`config.mk`:
```
export PLATFORM = sky130hd
export DESIGN_NAME = asid_tlb
export DESIGN_NICKNAME = d
export VERILOG_FILES = /design/src/rtl/atlb_pkg.sv /design/src/rtl/atlb_match.sv /design/src/rtl/atlb_victim.sv /design/src/rtl/atlb_invalidate.sv /design/src/rtl/asid_tlb.sv
export SDC_FILE = /design/constraint.sdc
export NUM_CORES = 1
export LEC_CHECK = 0
export BUFFER_PORTS_ARGS = -buffer_cell sky130_fd_sc_hd__buf_4
export CELL_PAD_IN_SITES_DETAIL_PLACEMENT = 1
export CELL_PAD_IN_SITES_GLOBAL_PLACEMENT = 1
export CORE_ASPECT_RATIO = 1.5
export CORE_MARGIN = 10
export CORE_UTILIZATION = 40
export CTS_CLUSTER_SIZE = 30
export DETAILED_ROUTE_END_ITERATION = 8
export PLACE_DENSITY = 0.64
export SYNTH_ARGS = -nofsm -noshare
export SYNTH_HDL_FRONTEND = slang
export SYNTH_HIERARCHICAL = 1
export SYNTH_SLANG_ARGS = --single-unit
```
`constraint.sdc`:
```
create_clock -name clk -period 6.7 [get_ports clk]
set_input_delay 0.67 -clock clk [delete_from_list [all_inputs] [get_ports clk]]
set_output_delay 0.67 -clock clk [all_outputs]
set_load 0.005 [all_outputs]
```
`src/rtl/atlb_pkg.sv`:
```
package atlb_pkg;
  typedef enum logic [1:0] {
    INV_NONE = 2'd0,
    INV_ALL  = 2'd1,
    INV_ASID = 2'd2,
    INV_PAGE = 2'd3
  } inv_op_e;
endpackage

```
`src/rtl/atlb_match.sv`:
```
module atlb_match #(
  parameter int ENTRIES = 8,
  parameter int VPN_W   = 20,
  parameter int ASID_W  = 8,
  localparam int IDX_W  = $clog2(ENTRIES)
) (
  input  logic [ENTRIES-1:0] ent_valid,
  input  logic [ENTRIES-1:0] ent_glob,
  input  logic [VPN_W-1:0]   ent_vpn  [ENTRIES],
  input  logic [ASID_W-1:0]  ent_asid [ENTRIES],
  input  logic [VPN_W-1:0]   key_vpn,
  input  logic [ASID_W-1:0]  key_asid,
  output logic [ENTRIES-1:0] match_vec,
  output logic               match_any,
  output logic [IDX_W-1:0]   match_idx
);
  // Hit rule: tag equal, and either global or same address space.
  function automatic logic entry_hits(input logic v, input logic g,
                                      input logic [VPN_W-1:0] ev, input logic [ASID_W-1:0] ea,
                                      input logic [VPN_W-1:0] kv, input logic [ASID_W-1:0] ka);
    return v && (ev == kv) && (g || (ea == ka));
  endfunction

  for (genvar i = 0; i < ENTRIES; i++) begin : g_cmp
    assign match_vec[i] = entry_hits(ent_valid[i], ent_glob[i], ent_vpn[i], ent_asid[i],
                                     key_vpn, key_asid);
  end

  assign match_any = |match_vec;

  always_comb begin
    match_idx = '0;
    for (int i = ENTRIES - 1; i >= 0; i--)
      if (match_vec[i]) match_idx = IDX_W'(i);
  end
endmodule

```
`src/rtl/atlb_victim.sv`:
```
module atlb_victim #(
  parameter int ENTRIES = 8,
  localparam int IDX_W  = $clog2(ENTRIES)
) (
  input  logic               clk,
  input  logic               rst_n,
  input  logic [ENTRIES-1:0] valid_vec,
  input  logic               evict,
  output logic [IDX_W-1:0]   victim_idx,
  output logic               all_full
);
  logic [IDX_W-1:0] rr_q;
  logic [IDX_W-1:0] free_idx;

  function automatic logic [IDX_W-1:0] rr_next(input logic [IDX_W-1:0] p);
    return (p == IDX_W'(ENTRIES - 1)) ? '0 : p + 1'b1;
  endfunction

  assign all_full = &valid_vec;

  always_comb begin
    free_idx = '0;
    for (int i = ENTRIES - 1; i >= 0; i--)
      if (!valid_vec[i]) free_idx = IDX_W'(i);
  end

  assign victim_idx = all_full ? rr_q : free_idx;

  always_ff @(posedge clk or negedge rst_n) begin
    if (!rst_n)     rr_q <= '0;
    else if (evict) rr_q <= rr_next(rr_q);
  end

  AST_RR_ONLY_WHEN_FULL: assert property (@(posedge clk) disable iff (!rst_n)
    !all_full |=> $stable(rr_q)) else $error("rr moved without eviction");
endmodule

```
`src/rtl/atlb_invalidate.sv`:
```
module atlb_invalidate #(
  parameter int ENTRIES = 8,
  parameter int VPN_W   = 20,
  parameter int ASID_W  = 8
) (
  input  atlb_pkg::inv_op_e  op,
  input  logic [ASID_W-1:0]  inv_asid,
  input  logic [VPN_W-1:0]   inv_vpn,
  input  logic [ENTRIES-1:0] ent_glob,
  input  logic [VPN_W-1:0]   ent_vpn  [ENTRIES],
  input  logic [ASID_W-1:0]  ent_asid [ENTRIES],
  output logic [ENTRIES-1:0] kill_vec
);
  import atlb_pkg::*;

  for (genvar i = 0; i < ENTRIES; i++) begin : g_kill
    always_comb begin
      unique case (op)
        INV_ALL:  kill_vec[i] = 1'b1;
        INV_ASID: kill_vec[i] = !ent_glob[i] && (ent_asid[i] == inv_asid);
        INV_PAGE: kill_vec[i] = (ent_vpn[i] == inv_vpn);
        default:  kill_vec[i] = 1'b0;
      endcase
    end
  end
endmodule

```
`src/rtl/asid_tlb.sv`:
```
module asid_tlb #(
  parameter int ENTRIES = 8,
  parameter int VPN_W   = 20,
  parameter int PPN_W   = 20,
  parameter int ASID_W  = 8,
  parameter int PERM_W  = 3,
  localparam int IDX_W  = $clog2(ENTRIES)
) (
  input  logic              clk,
  input  logic              rst_n,
  input  logic              lk_valid,
  input  logic [VPN_W-1:0]  lk_vpn,
  output logic              rsp_valid,
  output logic              rsp_hit,
  output logic [PPN_W-1:0]  rsp_ppn,
  output logic [PERM_W-1:0] rsp_perm,
  output logic              walk_req,
  output logic [VPN_W-1:0]  walk_vpn,
  output logic [ASID_W-1:0] walk_asid,
  input  logic              fill_valid,
  input  logic [PPN_W-1:0]  fill_ppn,
  input  logic [PERM_W-1:0] fill_perm,
  input  logic              fill_global,
  input  logic              fault_valid,
  input  logic              asid_wr,
  input  logic [ASID_W-1:0] asid_wdata,
  input  logic [1:0]        inv_op,
  input  logic [ASID_W-1:0] inv_asid,
  input  logic [VPN_W-1:0]  inv_vpn
);
  import atlb_pkg::*;

  // Entry storage
  logic [ENTRIES-1:0] valid_q;
  logic [ENTRIES-1:0] glob_q;
  logic [VPN_W-1:0]   e_vpn  [ENTRIES];
  logic [ASID_W-1:0]  e_asid [ENTRIES];
  logic [PPN_W-1:0]   e_ppn  [ENTRIES];
  logic [PERM_W-1:0]  e_perm [ENTRIES];

  logic [ASID_W-1:0]  cur_asid_q;
  logic               busy_q;
  logic [VPN_W-1:0]   wvpn_q;
  logic [ASID_W-1:0]  wasid_q;

  // Named internal events
  logic [ENTRIES-1:0] hit_vec, dup_vec, kill_vec;
  logic               hit_any, dup_any, all_full;
  logic [IDX_W-1:0]   hit_idx, dup_idx, vict_idx, tgt_idx;
  logic               fill_acc, fault_acc, miss_start, evict;
  inv_op_e            op;

  assign op         = inv_op_e'(inv_op);
  assign fill_acc   = fill_valid && busy_q;
  assign fault_acc  = fault_valid && busy_q && !fill_valid;
  assign miss_start = lk_valid && !hit_any && !busy_q;
  assign tgt_idx    = dup_any ? dup_idx : vict_idx;
  assign evict      = fill_acc && !dup_any && all_full;

  atlb_match #(.ENTRIES(ENTRIES), .VPN_W(VPN_W), .ASID_W(ASID_W)) u_lookup_cmp (
    .ent_valid(valid_q), .ent_glob(glob_q), .ent_vpn(e_vpn), .ent_asid(e_asid),
    .key_vpn(lk_vpn), .key_asid(cur_asid_q),
    .match_vec(hit_vec), .match_any(hit_any), .match_idx(hit_idx)
  );

  atlb_match #(.ENTRIES(ENTRIES), .VPN_W(VPN_W), .ASID_W(ASID_W)) u_dup_cmp (
    .ent_valid(valid_q), .ent_glob(glob_q), .ent_vpn(e_vpn), .ent_asid(e_asid),
    .key_vpn(wvpn_q), .key_asid(cur_asid_q),
    .match_vec(dup_vec), .match_any(dup_any), .match_idx(dup_idx)
  );

  atlb_victim #(.ENTRIES(ENTRIES)) u_victim (
    .clk(clk), .rst_n(rst_n), .valid_vec(valid_q), .evict(evict),
    .victim_idx(vict_idx), .all_full(all_full)
  );

  atlb_invalidate #(.ENTRIES(ENTRIES), .VPN_W(VPN_W), .ASID_W(ASID_W)) u_inv (
    .op(op), .inv_asid(inv_asid), .inv_vpn(inv_vpn),
    .ent_glob(glob_q), .ent_vpn(e_vpn), .ent_asid(e_asid), .kill_vec(kill_vec)
  );

  // Valid bits: invalidate first, then the fill lands on top.
  always_ff @(posedge clk or negedge rst_n) begin
    if (!rst_n) begin
      valid_q <= '0;
    end else begin
      for (int i = 0; i < ENTRIES; i++)
        valid_q[i] <= (valid_q[i] && !kill_vec[i]) || (fill_acc && (tgt_idx == IDX_W'(i)));
    end
  end

  always_ff @(posedge clk) begin
    if (fill_acc) begin
      glob_q[tgt_idx] <= fill_global;
      e_vpn[tgt_idx]  <= wvpn_q;
      e_asid[tgt_idx] <= cur_asid_q;
      e_ppn[tgt_idx]  <= fill_ppn;
      e_perm[tgt_idx] <= fill_perm;
    end
  end

  // Context register
  always_ff @(posedge clk or negedge rst_n) begin
    if (!rst_n)       cur_asid_q <= '0;
    else if (asid_wr) cur_asid_q <= asid_wdata;
  end

  // Walk tracking
  always_ff @(posedge clk or negedge rst_n) begin
    if (!rst_n) begin
      busy_q  <= 1'b0;
      wvpn_q  <= '0;
      wasid_q <= '0;
    end else if (fill_acc || fault_acc) begin
      busy_q <= 1'b0;
    end else if (miss_start) begin
      busy_q  <= 1'b1;
      wvpn_q  <= lk_vpn;
      wasid_q <= cur_asid_q;
    end
  end

  // Registered lookup response
  always_ff @(posedge clk or negedge rst_n) begin
    if (!rst_n) begin
      rsp_valid <= 1'b0;
      rsp_hit   <= 1'b0;
      rsp_ppn   <= '0;
      rsp_perm  <= '0;
    end else begin
      rsp_valid <= lk_valid;
      rsp_hit   <= lk_valid && hit_any;
      rsp_ppn   <= (lk_valid && hit_any) ? e_ppn[hit_idx]  : '0;
      rsp_perm  <= (lk_valid && hit_any) ? e_perm[hit_idx] : '0;
    end
  end

  assign walk_req  = busy_q;
  assign walk_vpn  = wvpn_q;
  assign walk_asid = wasid_q;

  AST_HIT_UNIQUE: assert property (@(posedge clk) disable iff (!rst_n)
    lk_valid |-> $onehot0(hit_vec)) else $error("multiple hits");
  AST_RSP_NEEDS_LOOKUP: assert property (@(posedge clk) disable iff (!rst_n)
    rsp_hit |-> rsp_valid) else $error("hit without response");
  AST_WALK_HOLD: assert property (@(posedge clk) disable iff (!rst_n)
    walk_req && !fill_valid && !fault_valid |=> walk_req && $stable(walk_vpn) && $stable(walk_asid))
    else $error("walk changed while pending");
  AST_FAULT_KEEPS: assert property (@(posedge clk) disable iff (!rst_n)
    walk_req && fault_valid && !fill_valid && (inv_op == 2'd0) |=> $stable(valid_q) && !walk_req)
    else $error("fault disturbed entries");
  AST_INV_ALL_CLEARS: assert property (@(posedge clk) disable iff (!rst_n)
    (inv_op == 2'd1) && !(fill_valid && walk_req) |=> valid_q == '0)
    else $error("invalidate-all left entries");
  AST_FILL_SURVIVES: assert property (@(posedge clk) disable iff (!rst_n)
    fill_acc |=> valid_q[$past(tgt_idx)]) else $error("filled entry lost");
endmodule

```
==> reports/metrics.csv <==
stage,metric,value,unit
outcome,outcome,"complete, no violations",
floorplanning,Core Area,0.0622,mm2
global_route,first-pass GRT wire length,124000,um
min_path,Min-Delay Path Class,in2reg,
drt,DR iter-0 viols,1129,
sta,final period utilization,78.7,%
pwr,Seq pwr share,48.4,%
sta,clk_skew,0.0183,ns
drt,DRC violations left,0,
sta,slew margin rel.,16.3,%
drt,drt wl/cell,31.1,um
critical_path,CP max FO,24,
final_layout,share of layout cells above drive strength 1,17.9,%
place,DP Cell Count,2713,
sta,final hold violations,0,
global_route,pin count of the biggest net entering global routing,56,
logic_synthesis,synth warn,6,
sta,# setup viols final,0,
sta,unrepaired setup endpoints after global routing,false,
pwr,Leakage,10.1,nW
flow_run,maxcap violations,0,
pwr,power share of the clock group,38.4,%
clock_tree,clk sinks,489,
clock_tree,CTS tree,built,
drt,via count,16000,
place,post-DP HPWL,59400,um
logic_synthesis,Syn Inst Count,1841,
floorplanning,Die Height,327,um
pwr,Comb pwr share,13.2,%
floorplanning,row cnt,112,
sta,Max Fclk,190,MHz
sta,fin. max-slew vios,0,
sta,sum of negative setup slack,0,ns
clock_tree,H-tree levels,2,
pwr,Sw Ratio,27.6,%
place,gpl congestion,0.935,
final_layout,fill cell count,6293,
clock_tree,CTS buffer count,50,
global_route,vias in the first global route,17200,
clock_tree,"Clk pin slew, worst setup/hold paths",0.07,ns
drt,Top Layer Used,met5,
critical_path,arrival time of the worst setup path,5.56,ns
floorplanning,# IOs,142,
drt,First-pass DRT Iterations,5,
global_route,initial antenna violation count,3,
global_route,Tot GR Track Use,23.4,%
clock_tree,CTS max path bufs,3,
pwr,Pwr per Cell Area,266,mW/mm2
logic_synthesis,"Net Count, Synth",1931,
drt,final WL,87300,um
critical_path,critical path required time,6.98,ns
sta,Final min period,5.28,ns
final_layout,multi-input logic area,0.0101,mm2
final_layout,post-route cell area,0.0286,mm2
final_layout,antenna cell count,0,
floorplanning,Die ar.,0.0734,mm2
drt,Final ANT Viol Nets,0,
global_route,grt total ovfl,0,
final_layout,Layout Utilization,46.0,%
critical_path,crit path kind,reg2reg,
critical_path,type of origin of the critical path,flop,
sta,Least-Margin Pin Slew,1.24,ns
floorplanning,Die X-Extent,225,um
final_layout,Reg area,0.0143,mm2
final_layout,Non-Filler Instances,2807,
pwr,Pwr Total,7.61,mW
place,DP Area,0.0269,mm2
pwr,Sw Pwr,2.10,mW
place,port bufs,141,
pwr,Max IR drop VDD,257,uV
final_layout,fin nets,2058,
drt,DR WL met2,43500,um
critical_path,Worst Setup End Kind,flop,
floorplanning,Initial Utilization,40.4,%
drt,vias per cell,5.69,
clock_tree,Clock Latency Late Sink,0.61,ns
logic_synthesis,mapped cell area,0.0251,mm2
pwr,Int Power,5.51,mW
final_layout,Layout area overhead,13.9,%
drt,Met3 Wirelength,4110,um
logic_synthesis,syn avg cell area,13.6,um2
clock_tree,clk root buf,clkbuf_16,
drt,M1 wire length,34200,um
[final timing paths]
path / end / slack (ns) / from / depth (start not counted)
worst max-delay path: e_ppn[5][10]$_DFFE_PP_ / 1.42 / walk_vpn[16]$_DFFE_PN0P_ / 11
worst min-delay path: rsp_valid$_DFF_PN0_ / 0.25 / lk_valid / 1
worst max register to register: e_ppn[5][10]$_DFFE_PP_ / 1.42 / walk_vpn[16]$_DFFE_PN0P_ / 11
worst min register to register: walk_asid[4]$_DFFE_PN0P_ / 0.51 / walk_asid[4]$_DFFE_PN0P_ / 1
max in group asynchronous: walk_asid[1]$_DFFE_PN0P_ / 4.90 / rst_n / 3
min in group asynchronous: rsp_ppn[9]$_DFF_PN0_ / 0.54 / rst_n / 2
[layout by cell type (no fill, tap or decap), types with 3 or more instances in the layout]
cell type and count:
o21ai_1 9, buf_12 7, inv_1 14, or2_2 3, bufinv_16 5, nor3_1 49
o22ai_1 50, a21oi_1 20, o22ai_2 4, mux2i_1 92, clkbuf_8 7, nor4_1 115
clkbuf_1 6, nand2b_1 3, nand4_1 27, clkinv_2 5, clkinv_1 8, buf_4 178
mux2_2 39, nor4_2 23, a31oi_1 10, nor2_1 11, nor3_2 8, clkbuf_16 50
or2_1 24, dfrtp_1 73, nand2_1 6, nand3_1 25, xor2_1 648, edfxtp_1 416
xnor2_1 24, clkinvlp_4 6, nor2_4 8
[repair_timing]
action | in CTS | in global routing
hold buffers | 1 | 0
hold endpoints to repair | 18 | 0
setup buffers | 0 | 0
gates resized for setup | 0 | 0
[through the flow]
step / worst slack, ns / hold WS, ns
floorplan: 1.46 / 0.374
global placement: 1.65 / 0.495
detailed placement: 1.49 / 0.505
CTS: 1.49 / 0.225
global route: 1.34 / 0.244
finish: 1.42 / 0.250
[routing by layer]
layer	track usage (%)	up-vias
li1	-	6882
met1	27.1	8361
met2	40.1	510
met3	3.86	210
met4	13.4	6
met5	0	-
[critical path, cell delays in order, from the launching register on]
cell and delay [ns]:
dfrtp_1 1.16, xor2_1 0.15, nor3_1 0.56, nand4_1 0.30, nor3_2 0.28, nand2b_1 0.17, nor3_1 0.09, nor4_1 0.43
mux2_4 0.25, nand3_1 0.40, nor2_4 0.80, buf_12 0.29
[registers in the layout (all words and copies together) (netlist names), 8 cells and up]
| signal | count |
|---|---|
| e_vpn | 160 |
| rsp_ppn | 20 |
| e_asid | 64 |
| e_perm | 24 |
| cur_asid_q | 8 |
| walk_vpn | 20 |
| valid_q | 8 |
| glob_q | 8 |
| e_ppn | 160 |
| walk_asid | 8 |
[final cells by class]
cell class	count	area share, %
sequential	489	50.0
multi-input combinational	1227	35.2
timing repair buffer	186	5.19
clock buffer	63	4.79
tap	798	3.49
clock inverter	30	1.15
inverter	14	0.184
[power groups by stage]
| stage | Clock (mW) | Combinational [mW] | Sequential (mW) |
|---|---|---|---|
| after detailed placement | 0 | 0.992 | 3.75 |
| final | 2.92 | 1.00 | 3.69 |
| after CTS | 2.98 | 0.999 | 3.69 |
| after global placement | 0 | 0.973 | 3.74 |
| after floorplan | 0 | 0.623 | 3.64 |
| after global routing | 3.09 | 1.06 | 3.70 |
(Power assumes the default switching activity.)
